### config.mk
export PLATFORM = sky130hd
export DESIGN_NAME = banked_window_mapper
export DESIGN_NICKNAME = d
export VERILOG_FILES = /design/src/rtl/bmap_pkg.sv /design/src/rtl/bmap_region_dec.sv /design/src/rtl/bmap_bank_reg.sv /design/src/rtl/bmap_phys_addr.sv /design/src/rtl/bmap_sel_gen.sv /design/src/rtl/banked_window_mapper.sv
export SDC_FILE = /design/constraint.sdc
export NUM_CORES = 1
export LEC_CHECK = 0
export ABC_AREA = 1
export BUFFER_PORTS_ARGS = -buffer_cell sky130_fd_sc_hd__buf_2
export CAP_MARGIN = 20
export CORE_MARGIN = 2
export CORE_UTILIZATION = 44
export CTS_BUF_LIST = sky130_fd_sc_hd__clkbuf_8 sky130_fd_sc_hd__clkbuf_16
export DETAILED_ROUTE_END_ITERATION = 12
export PLACE_DENSITY_LB_ADDON = 0.1
export SKIP_LAST_GASP = 1
export SLEW_MARGIN = 30
export SYNTH_ARGS = -nofsm -noshare
export SYNTH_HDL_FRONTEND = slang
export SYNTH_SLANG_ARGS = --single-unit
### constraint.sdc
create_clock -name clk_i -period 1.27 [get_ports clk_i]
set_input_delay 0.0635 -clock clk_i [delete_from_list [all_inputs] [get_ports clk_i]]
set_output_delay 0.0635 -clock clk_i [all_outputs]
set_load 0.05 [all_outputs]
### src/rtl/bmap_pkg.sv
package bmap_pkg;
  typedef enum logic [2:0] {
    RG_NONE   = 3'd0,
    RG_DIRECT = 3'd1,
    RG_WINDOW = 3'd2,
    RG_IO     = 3'd3,
    RG_ROM    = 3'd4
  } region_e;

  localparam int unsigned DIRECT_TOP = 32'h0000_C000;
  localparam int unsigned IO_BASE    = 32'h0000_C000;
  localparam int unsigned IO_TOP     = 32'h0000_D000;
  localparam int unsigned WIN_BASE   = 32'h0000_C400;
  localparam int unsigned ROM_BASE   = 32'h0000_D000;
  localparam int unsigned BANK_PORT  = 32'h0000_C000;
endpackage

### src/rtl/bmap_region_dec.sv
module bmap_region_dec
  import bmap_pkg::*;
#(
  parameter int unsigned ADDR_W    = 16,
  parameter int unsigned WIN_W     = 11,
  parameter int unsigned ROM_N     = 3,
  parameter int unsigned ROM_AW    = 12,
  localparam int unsigned ROM_IDX_W = (ROM_N > 1) ? $clog2(ROM_N) : 1
) (
  input  logic [ADDR_W-1:0]    addr_i,
  output region_e              region_o,
  output logic [ROM_IDX_W-1:0] rom_idx_o
);
  localparam int unsigned WinTop = WIN_BASE + (32'd1 << WIN_W);
  localparam int unsigned RomTop = ROM_BASE + (ROM_N << ROM_AW);

  logic [31:0] a;
  assign a = 32'(addr_i);

  // window is checked before the I/O area: it lives inside it
  always_comb begin
    region_o = RG_NONE;
    if (a < DIRECT_TOP)                  region_o = RG_DIRECT;
    else if (a >= WIN_BASE && a < WinTop) region_o = RG_WINDOW;
    else if (a >= IO_BASE && a < IO_TOP)  region_o = RG_IO;
    else if (a >= ROM_BASE && a < RomTop) region_o = RG_ROM;
  end

  assign rom_idx_o = ROM_IDX_W'((a - ROM_BASE) >> ROM_AW);
endmodule

### src/rtl/bmap_bank_reg.sv
module bmap_bank_reg #(
  parameter int unsigned BANK_W = 8
) (
  input  logic              clk_i,
  input  logic              rst_ni,
  input  logic              ld_i,
  input  logic [BANK_W-1:0] data_i,
  output logic [BANK_W-1:0] bank_o
);
  always_ff @(posedge clk_i or negedge rst_ni) begin
    if (!rst_ni)   bank_o <= '0;
    else if (ld_i) bank_o <= data_i;
  end
endmodule

### src/rtl/bmap_phys_addr.sv
module bmap_phys_addr
  import bmap_pkg::*;
#(
  parameter int unsigned ADDR_W = 16,
  parameter int unsigned BANK_W = 8,
  parameter int unsigned WIN_W  = 11,
  localparam int unsigned PHYS_W = BANK_W + WIN_W
) (
  input  logic [ADDR_W-1:0] addr_i,
  input  logic [BANK_W-1:0] bank_i,
  input  region_e           region_i,
  input  logic              ram_sel_i,
  output logic [PHYS_W-1:0] phys_o
);
  logic [WIN_W-1:0] win_off;
  assign win_off = WIN_W'(32'(addr_i) - WIN_BASE);

  always_comb begin
    phys_o = '0;
    if (ram_sel_i) begin
      if (region_i == RG_WINDOW) phys_o = {bank_i, win_off};
      else                       phys_o = PHYS_W'(addr_i);
    end
  end
endmodule

### src/rtl/bmap_sel_gen.sv
module bmap_sel_gen
  import bmap_pkg::*;
#(
  parameter int unsigned ROM_N     = 3,
  localparam int unsigned ROM_IDX_W = (ROM_N > 1) ? $clog2(ROM_N) : 1
) (
  input  logic                 req_i,
  input  logic                 wr_i,
  input  region_e              region_i,
  input  logic [ROM_IDX_W-1:0] rom_idx_i,
  output logic                 ram_sel_o,
  output logic                 ram_we_o,
  output logic                 io_sel_o,
  output logic [ROM_N-1:0]     rom_sel_o
);
  logic rom_rd;

  assign ram_sel_o = req_i && (region_i == RG_DIRECT || region_i == RG_WINDOW);
  assign ram_we_o  = ram_sel_o && wr_i;
  assign io_sel_o  = req_i && (region_i == RG_IO);
  assign rom_rd    = req_i && !wr_i && (region_i == RG_ROM);

  for (genvar k = 0; k < ROM_N; k++) begin : g_rom
    assign rom_sel_o[k] = rom_rd && (rom_idx_i == ROM_IDX_W'(k));
  end
endmodule

### src/rtl/banked_window_mapper.sv
module banked_window_mapper
  import bmap_pkg::*;
#(
  parameter int unsigned ADDR_W = 16,
  parameter int unsigned BANK_W = 8,
  parameter int unsigned WIN_W  = 11,
  parameter int unsigned ROM_N  = 3,
  parameter int unsigned ROM_AW = 12,
  localparam int unsigned PHYS_W    = BANK_W + WIN_W,
  localparam int unsigned ROM_IDX_W = (ROM_N > 1) ? $clog2(ROM_N) : 1
) (
  input  logic              clk_i,
  input  logic              rst_ni,
  input  logic              req_i,
  input  logic              wr_i,
  input  logic [ADDR_W-1:0] addr_i,
  input  logic [BANK_W-1:0] data_i,
  output logic              ram_sel_o,
  output logic              ram_we_o,
  output logic [PHYS_W-1:0] ram_addr_o,
  output logic              io_sel_o,
  output logic [ROM_N-1:0]  rom_sel_o
);
  region_e              region;
  logic [ROM_IDX_W-1:0] rom_idx;
  logic [BANK_W-1:0]    bank_q;
  logic                 bank_ld;

  bmap_region_dec #(
    .ADDR_W(ADDR_W), .WIN_W(WIN_W), .ROM_N(ROM_N), .ROM_AW(ROM_AW)
  ) u_dec (
    .addr_i(addr_i), .region_o(region), .rom_idx_o(rom_idx)
  );

  assign bank_ld = req_i && wr_i && (32'(addr_i) == BANK_PORT);

  bmap_bank_reg #(.BANK_W(BANK_W)) u_bank (
    .clk_i(clk_i), .rst_ni(rst_ni), .ld_i(bank_ld), .data_i(data_i), .bank_o(bank_q)
  );

  bmap_sel_gen #(.ROM_N(ROM_N)) u_sel (
    .req_i(req_i), .wr_i(wr_i), .region_i(region), .rom_idx_i(rom_idx),
    .ram_sel_o(ram_sel_o), .ram_we_o(ram_we_o), .io_sel_o(io_sel_o), .rom_sel_o(rom_sel_o)
  );

  bmap_phys_addr #(.ADDR_W(ADDR_W), .BANK_W(BANK_W), .WIN_W(WIN_W)) u_phys (
    .addr_i(addr_i), .bank_i(bank_q), .region_i(region), .ram_sel_i(ram_sel_o),
    .phys_o(ram_addr_o)
  );


  a_r9_one_select: assert property (@(posedge clk_i) disable iff (!rst_ni)
    $onehot0({ram_sel_o, io_sel_o, rom_sel_o}));
  a_r9_addr_idle: assert property (@(posedge clk_i) disable iff (!rst_ni)
    !ram_sel_o |-> ram_addr_o == '0);

  a_r5_rom_no_write: assert property (@(posedge clk_i) disable iff (!rst_ni)
    wr_i |-> rom_sel_o == '0);

  a_r8_idle_quiet: assert property (@(posedge clk_i) disable iff (!rst_ni)
    !req_i |-> !ram_sel_o && !ram_we_o && !io_sel_o && rom_sel_o == '0);

  a_r2_window_bank: assert property (@(posedge clk_i) disable iff (!rst_ni)
    (ram_sel_o && region == RG_WINDOW) |-> ram_addr_o[PHYS_W-1:WIN_W] == bank_q);

  a_r7_bank_load: assert property (@(posedge clk_i) disable iff (!rst_ni)
    (req_i && wr_i && io_sel_o && 32'(addr_i) == BANK_PORT) |=> bank_q == $past(data_i));
  a_r7_bank_hold: assert property (@(posedge clk_i) disable iff (!rst_ni)
    !(req_i && wr_i && io_sel_o && 32'(addr_i) == BANK_PORT) |=> $stable(bank_q));
endmodule

Yosys cells after proc, flatten, opt, wreduce, memory -nomap -nowiden

Index checks and enable logic that the tools add are counted.

Add/subtract/negate cells: 2
Magnitude comparators: 7
Eq/ne operators: 7
Mux-type cells: 6
Reductions and logical operators: 16

Operators with widths:

| cell                                                          | number |
|---|---|
| greater-or-equal comparator 16 bit (second input constant)    | 3 |
| less-than comparator 16 bit (second input constant)           | 3 |
| two-way mux 19 bit                                            | 2 |
| less-than comparator 16 x 17 -> 1 bit (second input constant) | 1 |
| == test 16 bit (second input constant)                        | 1 |
| subtractor 14 x 13 -> 14 bit (second input constant)          | 1 |
| logical AND 1 bit                                             | 13 |
| two-way mux 3 bit                                             | 4 |
| subtractor 11 bit (second input constant)                     | 1 |
| == test 3 x 2 -> 1 bit (second input constant)                | 2 |
| == test 3 x 1 -> 1 bit (second input constant)                | 1 |
| == test 3 bit (second input constant)                         | 1 |
| == test 2 x 1 -> 1 bit (second input constant)                | 1 |
| == test 2 bit (second input constant)                         | 1 |
| zero test 2 bit                                               | 1 |
| zero test 1 bit                                               | 1 |
| logical OR 1 bit                                              | 1 |

Register bits after elaboration: 8
Input bits: 28
Output and inout bits: 25

Logic depth before layout (Yosys ltp)

Gate-level depths: netlist of the first run.

Word-level depth: 10
Mapped depth: 7
Mapped depth without buffers: 7

By module

From an unflattened synthesis of the first run, not the netlist that was laid out.

Cells, all modules: 147
Area, all modules: 784.5 um2

Modules (own cells, without submodules):

| module               | times used | cells each | area an instance (um2) | sequential area each (um2) |
|---|---|---|---|---|
| bmap_bank_reg        | 1          | 34         | 305.3                  | 200.2 |
| bmap_phys_addr       | 1          | 63         | 261.5                  | 0.0 |
| bmap_sel_gen         | 1          | 22         | 88.8                   | 0.0 |
| bmap_region_dec      | 1          | 14         | 67.6                   | 0.0 |
| banked_window_mapper | 1          | 14         | 61.3                   | 0.0 |

Worst setup path before layout of the first run

OpenSTA, ideal clock, no wires.

Kind: input to output
From: input addr_i[13]
To: output ram_addr_o[11]
Arrival: 1.390 ns
Slack: -0.183 ns
Cell stages on the path: 7
Buffers on the path: 0
Path through: nor2_4 nand2_1 inv_2 a21oi_1 nor2_2 nand2_1 inv_1

Word-level cells in the longest chain between the ends: 10

Ends and longest elaborated chain:

| what                                                                                        | line                       | source |
|---|---|---|
| from (decl)                                                                                 | banked_window_mapper.sv:16 | `input logic [ADDR_W-1:0] addr_i,` |
| less-than comparator 16 x 17 -> 1 bit or greater-or-equal comparator 16 bit (tied branches) | bmap_region_dec.sv:26      | `else if (a >= ROM_BASE && a < RomTop) region_o = RG_ROM;` |
| logical AND 1 bit                                                                           | bmap_region_dec.sv:26      |  |
| two-way mux 3 bit                                                                           | bmap_region_dec.sv:26      |  |
| two-way mux 3 bit                                                                           | bmap_region_dec.sv:25      | `else if (a >= IO_BASE && a < IO_TOP) region_o = RG_IO;` |
| two-way mux 3 bit                                                                           | bmap_region_dec.sv:24      | `else if (a >= WIN_BASE && a < WinTop) region_o = RG_WINDOW;` |
| two-way mux 3 bit (*)                                                                       | bmap_region_dec.sv:23      | `if (a < DIRECT_TOP) region_o = RG_DIRECT;` |
| == test 3 x 1 -> 1 bit or == test 3 x 2 -> 1 bit (tied branches)                            | bmap_sel_gen.sv:18         | `assign ram_sel_o = req_i && (region_i == RG_DIRECT \|\| region_i == RG_WINDOW);` |
| logical OR 1 bit (*)                                                                        | bmap_sel_gen.sv:18         |  |
| logical AND 1 bit (*)                                                                       | bmap_sel_gen.sv:18         |  |
| net ram_sel_o                                                                               | banked_window_mapper.sv:18 | `output logic ram_sel_o,` |
| two-way mux 19 bit (*)                                                                      | bmap_phys_addr.sv:20       | `if (ram_sel_i) begin` |
| to (decl)                                                                                   | banked_window_mapper.sv:20 | `output logic [PHYS_W-1:0] ram_addr_o,` |

The timed path passes the listed nets; every way through them passes the cells marked *.

Worst setup path in the final report of the first run

From: register u_bank.bank_o[1]
To: output ram_addr_o[12]

Word-level cells in the longest chain between the ends: 2

Ends and longest elaborated chain:

| what                   | line                 | source |
|---|---|---|
| from (decl)            | bmap_bank_reg.sv:8   | `output logic [BANK_W-1:0] bank_o` |
| from (signal assigned) | bmap_bank_reg.sv:12  | `else if (ld_i) bank_o <= data_i;` |
| two-way mux 19 bit     | bmap_phys_addr.sv:21 | `if (region_i == RG_WINDOW) phys_o = {bank_i, win_off};` |
| two-way mux 19 bit     | bmap_phys_addr.sv:20 |  |

No other way between the ends.

==> results of run 1 <==
## final cells by class
class	instances	area share
clock buffer	3	0.0354
inverter	23	0.0827
multi-input combinational	89	0.415
sequential	8	0.172
tap	17	0.0183
timing repair buffer	57	0.277
## cell families (layout without fill, tap and decap cells)
logic type	after synthesis	count (layout)	synth area share
compound gates	1	1	0.00651
buf+inv	24	83	0.129
flops	8	8	0.261
simple gates	88	88	0.604
## final timing paths
kind / slack, ns / end / cells past startpoint / startpoint
setup / recovery: 0.07 / ram_addr_o[12] / 5 / u_bank.bank_o[1]
hold / removal: 0.07 / u_bank.bank_o[1] / 3 / data_i[1]
setup reg to reg: 0.66 / u_bank.bank_o[0] / 2 / u_bank.bank_o[0]
hold reg to reg: 0.47 / u_bank.bank_o[6] / 2 / u_bank.bank_o[6]
min in group asynchronous: 0.20 / u_bank.bank_o[7] / 2 / rst_ni
max in group asynchronous: 0.90 / u_bank.bank_o[0] / 2 / rst_ni
## power by group through the flow
stage / registers (uW) / logic [uW] / clock network, uW
floorplan: 260 / 219 / 0
global placement: 260 / 312 / 0
detailed placement: 260 / 318 / 0
CTS: 256 / 321 / 313
global route: 256 / 349 / 319
finish: 256 / 326 / 303
## critical path, delay by kind of cell, from the launching register on
family | cells | cell delay [ns]
DFF | 1 | 0.37
buffers and inverters | 2 | 0.28
and+or+nand+nor | 3 | 0.26
## cell usage in the layout (no fill, tap or decap)
cell type	count
buf_2	48
nand2_1	36
inv_1	19
nor2_1	12
nor2_2	10
nand3_1	9
nand4_1	8
dfrtp_1	8
nor2_4	4
buf_4	4
nor3_1	3
clkbuf_8	3
clkbuf_4	3
nand2_2	2
nand2_4	2
clkinvlp_4	2
inv_2	1
a21oi_2	1
inv_4	1
nand4_4	1
nand3b_4	1
dlygate4sd3_1	1
buf_12	1
## per-layer routing
layer	wire length, um	up-vias	GRT usage
li1	-	497	-
met1	854	412	0.241
met2	1040	29	0.375
met3	100	5	0.0278
met4	47	0	0.137
met5	0	-	0
## what timing repair did
| action | CTS | global route |
|---|---|---|
| resized for setup | 0 | 8 |
| endpoints found under the setup margin | 0 | 16 |
| hold buffers | 1 | 0 |
| hold endpoints to repair | 8 | 0 |
## metrics by stage
stage	setup WS, ns	util	cell area [sq um]	std cells	hold slack, ns
4_1_cts	0.0109	0.678	1140	197	0.0671
2_1_floorplan	-0.130	-	781	121	-0.232
5_1_grt	-0.0132	0.690	1160	197	0.0766
3_5_place_dp	0.0114	0.647	1090	193	-0.0840
6_report	0.0681	0.690	1160	197	0.0683
3_3_place_gp	0.0557	0.647	1090	193	-0.0878
==> impl_metrics.toml, run 1 <==
[sta]
timing.final.crit_share = 0.946
hold_viol_final = 0
max_clock_freq_mhz = 832
max_slew_margin = 0.825
finalClockSkew_ns = 0
drv_slew = 0
tns_ns = 0
setup_viol = 0
layout_min_cycle_time_ns = 1.20
tightest_slew_ns = 0.262

[floorplan]
die_area_sq_um = 2100
io_pins = 53
fp.dieH_um = 45.8
start_util = 0.455
die_w_um = 45.8
core_area_sq_um = 1690
num_rows = 15

[final_layout]
drive_gt1_frac = 0.467
nFillCells = 171
n_antenna_cell = 0
nNetsFinal = 210
ff_latch_area_sq_um = 200
reg.largest.list = "u_bank.bank_o x8"
area_growth_pct = 51.6
largest_reg_flops = 8
multi_input_area_sq_um = 483
largest_register = "u_bank.bank_o"

[power_and_ir_drop]
leakage_uw = 0.000723
finalPower_uw = 886
power_frac_comb = 0.368
vdd_ir_drop_max_mv = 0.710
p_seq_frac = 0.289
internal-power_uw = 555
clkPwrFrac = 0.343
p_switching_uw = 331
netSwitchingFraction = 0.373
power_density_nw_per_um2 = 760

[clocking]
cts_made_buffers = 3
cts_buffer_depth = 2
clock_sinks = 8
root_buffer = "clkbuf_8"
clkSlewWorstSetupHoldPaths_ns = 0.04
cts_max_level = 1
cts_tree = "yes"
post_cts_buffers = 0
clock_latency_ns = 0.23

[synthesis]
netlist-cell-type-count = 17
yosys_warnings = 0
yosysMostFrequentCell = "nand2_1"
ys_ff_latch = 8
synth_cells = 121
yosysSeqAreaShare = 0.261
async_reset_ff_frac = 1.00
syn-num-nets = 149
synth_area_leaders = "dfrtp_1 (26%), nand2_1 (18%), inv_1 (10%)"
synth_edf_count = 0
syn-cell-area_sq_um = 768
netlist_top_cells_count = "nand2_1 (36), inv_1 (21), nor2_1 (12), nor2_2 (11), nand3_1 (9)"
synth.largest_area_cell = "dfrtp_1"
synth_top_area_share = 0.261
synth_flop_cell = "dfrtp_1"
avgSynthCellArea_sq_um = 6.35

[route]
antenna_left = 0
drtPass1Iterations = 4
drt_wl_total_mm = 2.04
vias = 943
drt-initial-drc-count = 14
post_drt_wl_per_cell_um = 10.4
drc = 0
vias_per_cell = 4.79

[global_routing]
grt_overflow = 0
grt_pass1_wl_mm = 3.11
grt_pass1_vias = 783
antenna_found_initial = 0
grt_max_degree = 14
grt_util_all_layers = 0.214

[placed_design]
globalplace.congestion = 0.786
place_hpwl_mm = 1.69
port_buffers = 52

[critical_path]
path_cells = "nand4_1 > nand2_1 > nand2_1 > clkinvlp_4 > clkbuf_4"
worstPathRequired_ns = 1.21
worstSetupStartpointType = "register"
crit_fanout = 2
slowest_delay_ns = 0.37
cp-end-kind = "output port"
crit_type = "reg2out"
critPathSlowestCell = "dfrtp_1"
cp_common_cell = "nand2_1"
critical_path_arrival_ns = 1.14

[flow_run]
maxCapViolCount = 0

[hold_path]
hold_class = "in2reg"

[status]
status = "completed"
(Power assumes the default switching activity.)
==> run 2: changes to the inputs <==
--- a/config.mk
+++ b/config.mk
@@ -5,11 +5,11 @@
 export SDC_FILE = /design/constraint.sdc
 export NUM_CORES = 1
 export LEC_CHECK = 0
-export ABC_AREA = 1
+export ABC_AREA = 0
 export BUFFER_PORTS_ARGS = -buffer_cell sky130_fd_sc_hd__buf_2
 export CAP_MARGIN = 20
 export CORE_MARGIN = 2
-export CORE_UTILIZATION = 44
+export CORE_UTILIZATION = 34
 export CTS_BUF_LIST = sky130_fd_sc_hd__clkbuf_8 sky130_fd_sc_hd__clkbuf_16
 export DETAILED_ROUTE_END_ITERATION = 12
 export PLACE_DENSITY_LB_ADDON = 0.1
==> constraint.sdc (replaced) <==
create_clock -name clk_i -period 1.1 [get_ports clk_i]
set_input_delay 0.055 -clock clk_i [delete_from_list [all_inputs] [get_ports clk_i]]
set_output_delay 0.055 -clock clk_i [all_outputs]
set_load 0.05 [all_outputs]
==> impl_metrics.toml, run 2 <==
[status]
status = "finished, violations left"
violations = "setup timing"

[critical_path]
path_cells = "buf_2 > or4_1 > nor3_1 > and3_4 > buf_12 > mux2_4"
slowest_delay_ns = 0.53
worstSetupStartpointType = "primary input"
crit_type = "in2reg"
critPathSlowestCell = "or4_1"
crit_fanout = 8
worstPathRequired_ns = 1.20
critical_path_arrival_ns = 1.68
cp-end-kind = "register"

[placed_design]
globalplace.congestion = 0.675
placed_cells = 159
port_buffers = 52
place_hpwl_mm = 1.59

[global_routing]
grt_overflow = 0
grt_util_all_layers = 0.311
grt_pass1_wl_mm = 4.67
grt_pass1_vias = 925
antenna_found_initial = 0
grt_max_degree = 9

[synthesis]
synth_cells = 66
yosys.area_share.simple = 0.389
synth_area_leaders = "dfrtp_1 (31%), mux2_4 (19%), and2_1 (11%)"
synth_flop_cell = "dfrtp_1"
syn-cell-area_sq_um = 639
muxShareOfSynthArea = 0.188
yosys_warnings = 0
synth.largest_area_cell = "dfrtp_1"
netlist-cell-type-count = 23
synth_top_family_by_area = "simple AND/OR/NAND/NOR gates"
netlist_top_cells_count = "and2_1 (11), nand2_1 (9), dfrtp_1 (8), mux2_4 (8), and3_1 (5)"
ys_ff_latch = 8
syn-num-nets = 94
synth-xor-area-share = 0.0137
yosysMostFrequentCell = "and2_1"
synth_compound_area_frac = 0.0705
synth_edf_count = 0
yosysSeqAreaShare = 0.313
synthAdderAreaFrac = 0
async_reset_ff_frac = 1.00
avgSynthCellArea_sq_um = 9.69
synth_top_area_share = 0.313

[clocking]
clock_latency_ns = 0.23
clkSlewWorstSetupHoldPaths_ns = 0.05
cts_tree = "yes"
cts_max_level = 1
root_buffer = "clkbuf_8"
cts_buffer_depth = 2
cts_made_buffers = 3
clock_sinks = 8

[power_and_ir_drop]
p_switching_uw = 428
finalPower_uw = 1240
clkPwrFrac = 0.285
power_frac_comb = 0.477
power_density_nw_per_um2 = 777
vdd_ir_drop_max_mv = 0.747
leakage_uw = 0.000774
p_seq_frac = 0.238
internal-power_uw = 812
netSwitchingFraction = 0.345

[final_layout]
ff_latch_area_sq_um = 200
reg.largest.list = "u_bank.bank_o x8"
final_cells = 169
nFillCells = 70
largest_register = "u_bank.bank_o"
area_growth_pct = 150
largest_reg_flops = 8
nNetsFinal = 174
drive_gt1_frac = 0.840
n_antenna_cell = 0
layout_common_cells = "buf_2 (24), buf_6 (18), buf_8 (16), buf_4 (14), and2_4 (11)"
final_common_cell = "buf_2"
multi_input_area_sq_um = 578

[floorplan]
start_util = 0.366
core_area_sq_um = 1750
fp.dieH_um = 47.4
num_rows = 15
io_pins = 53
die_w_um = 47.4
die_area_sq_um = 2240

[route]
vias_per_cell = 5.30
drtPass1Iterations = 4
drt-initial-drc-count = 10
vias = 896
post_drt_wl_per_cell_um = 21.7
antenna_left = 0
drt_wl_total_mm = 3.67
drc = 0

[hold_path]
hold_class = "in2reg"

[sta]
rsz0062_at_grt = "yes"
max_clock_freq_mhz = 632
tightest_slew_ns = 0.369
fin_ws_ns = -0.481
timing.final.crit_share = 1.44
drv_slew = 0
setup_viol = 30
layout_min_cycle_time_ns = 1.58
max_slew_margin = 0.753
finalClockSkew_ns = 0
hold_viol_final = 0

[flow_run]
maxCapViolCount = 0
## run 2: power by group through the flow
stage	clock, uW	combinational, uW	sequential, uW
CTS	346	555	296
floorplan	0	240	300
detailed placement	0	411	300
finish	353	591	296
global route	380	611	295
global placement	0	404	300
## run 2: cells by family after synthesis
family	after synthesis
xor gates and xnor gates	1
muxes	8
DFF	8
and+or+nand+nor	40
AOI/OAI and AO/OA	7
buffers and inverters	2
## run 2: stage by stage
| step | setup WS, ns | area [sq um] | hold slack, ns | util | setup TNS [ns] |
|---|---|---|---|---|---|
| floorplan | -0.407 | 742 | -0.241 | - | -4.15 |
| global placement | -0.587 | 1170 | -0.101 | 0.671 | -11.59 |
| detailed placement | -0.585 | 1170 | -0.0998 | 0.671 | -11.85 |
| CTS | -0.338 | 1560 | 0.0584 | 0.895 | -6.48 |
| global route | -0.500 | 1600 | 0.0484 | 0.915 | -9.09 |
| finish | -0.481 | 1600 | 0.0558 | 0.915 | -8.21 |
## run 2: cell type report
class                      instances  share of cell area
clock buffer                       3              0.0259
multi-input combinational         56               0.362
sequential                         8               0.125
tap                               25              0.0196
timing repair buffer              77               0.467
## run 2: repair_timing
| action | CTS | global route |
|---|---|---|
| endpoints found under the setup margin | 30 | 33 |
| endpoints found under the hold margin | 8 | 0 |
| hold buffers | 1 | 0 |
| resized for setup | 76 | 19 |
| pin swaps | 20 | 6 |
| cloned | 1 | 0 |
| buffers inserted | 8 | 3 |
## run 2: layer usage
layer	track usage	routed length [um]	vias to the layer above
met3	0.0500	233	8
met1	0.355	1420	447
met5	0	0	-
met4	0.150	75	0
met2	0.557	1940	48
li1	-	-	393
## run 2: final timing paths
| path | startpoint | slack, ns | to | depth (start not counted) |
|---|---|---|---|---|
| worst max-delay path | addr_i[9] | -0.48 | u_bank.bank_o[6] | 6 |
| worst min-delay path | data_i[3] | 0.06 | u_bank.bank_o[3] | 2 |
| worst max register to register | u_bank.bank_o[5] | 0.31 | u_bank.bank_o[5] | 1 |
| worst min register to register | u_bank.bank_o[7] | 0.52 | u_bank.bank_o[7] | 1 |
| max in group asynchronous | rst_ni | 0.73 | u_bank.bank_o[7] | 2 |
| min in group asynchronous | rst_ni | 0.19 | u_bank.bank_o[4] | 2 |
## run 2: worst max-delay path, delay by kind of cell
family	cells	cell delay (ns)
buf+inv	2	0.24
mux	1	0.30
simple gates	3	1.08
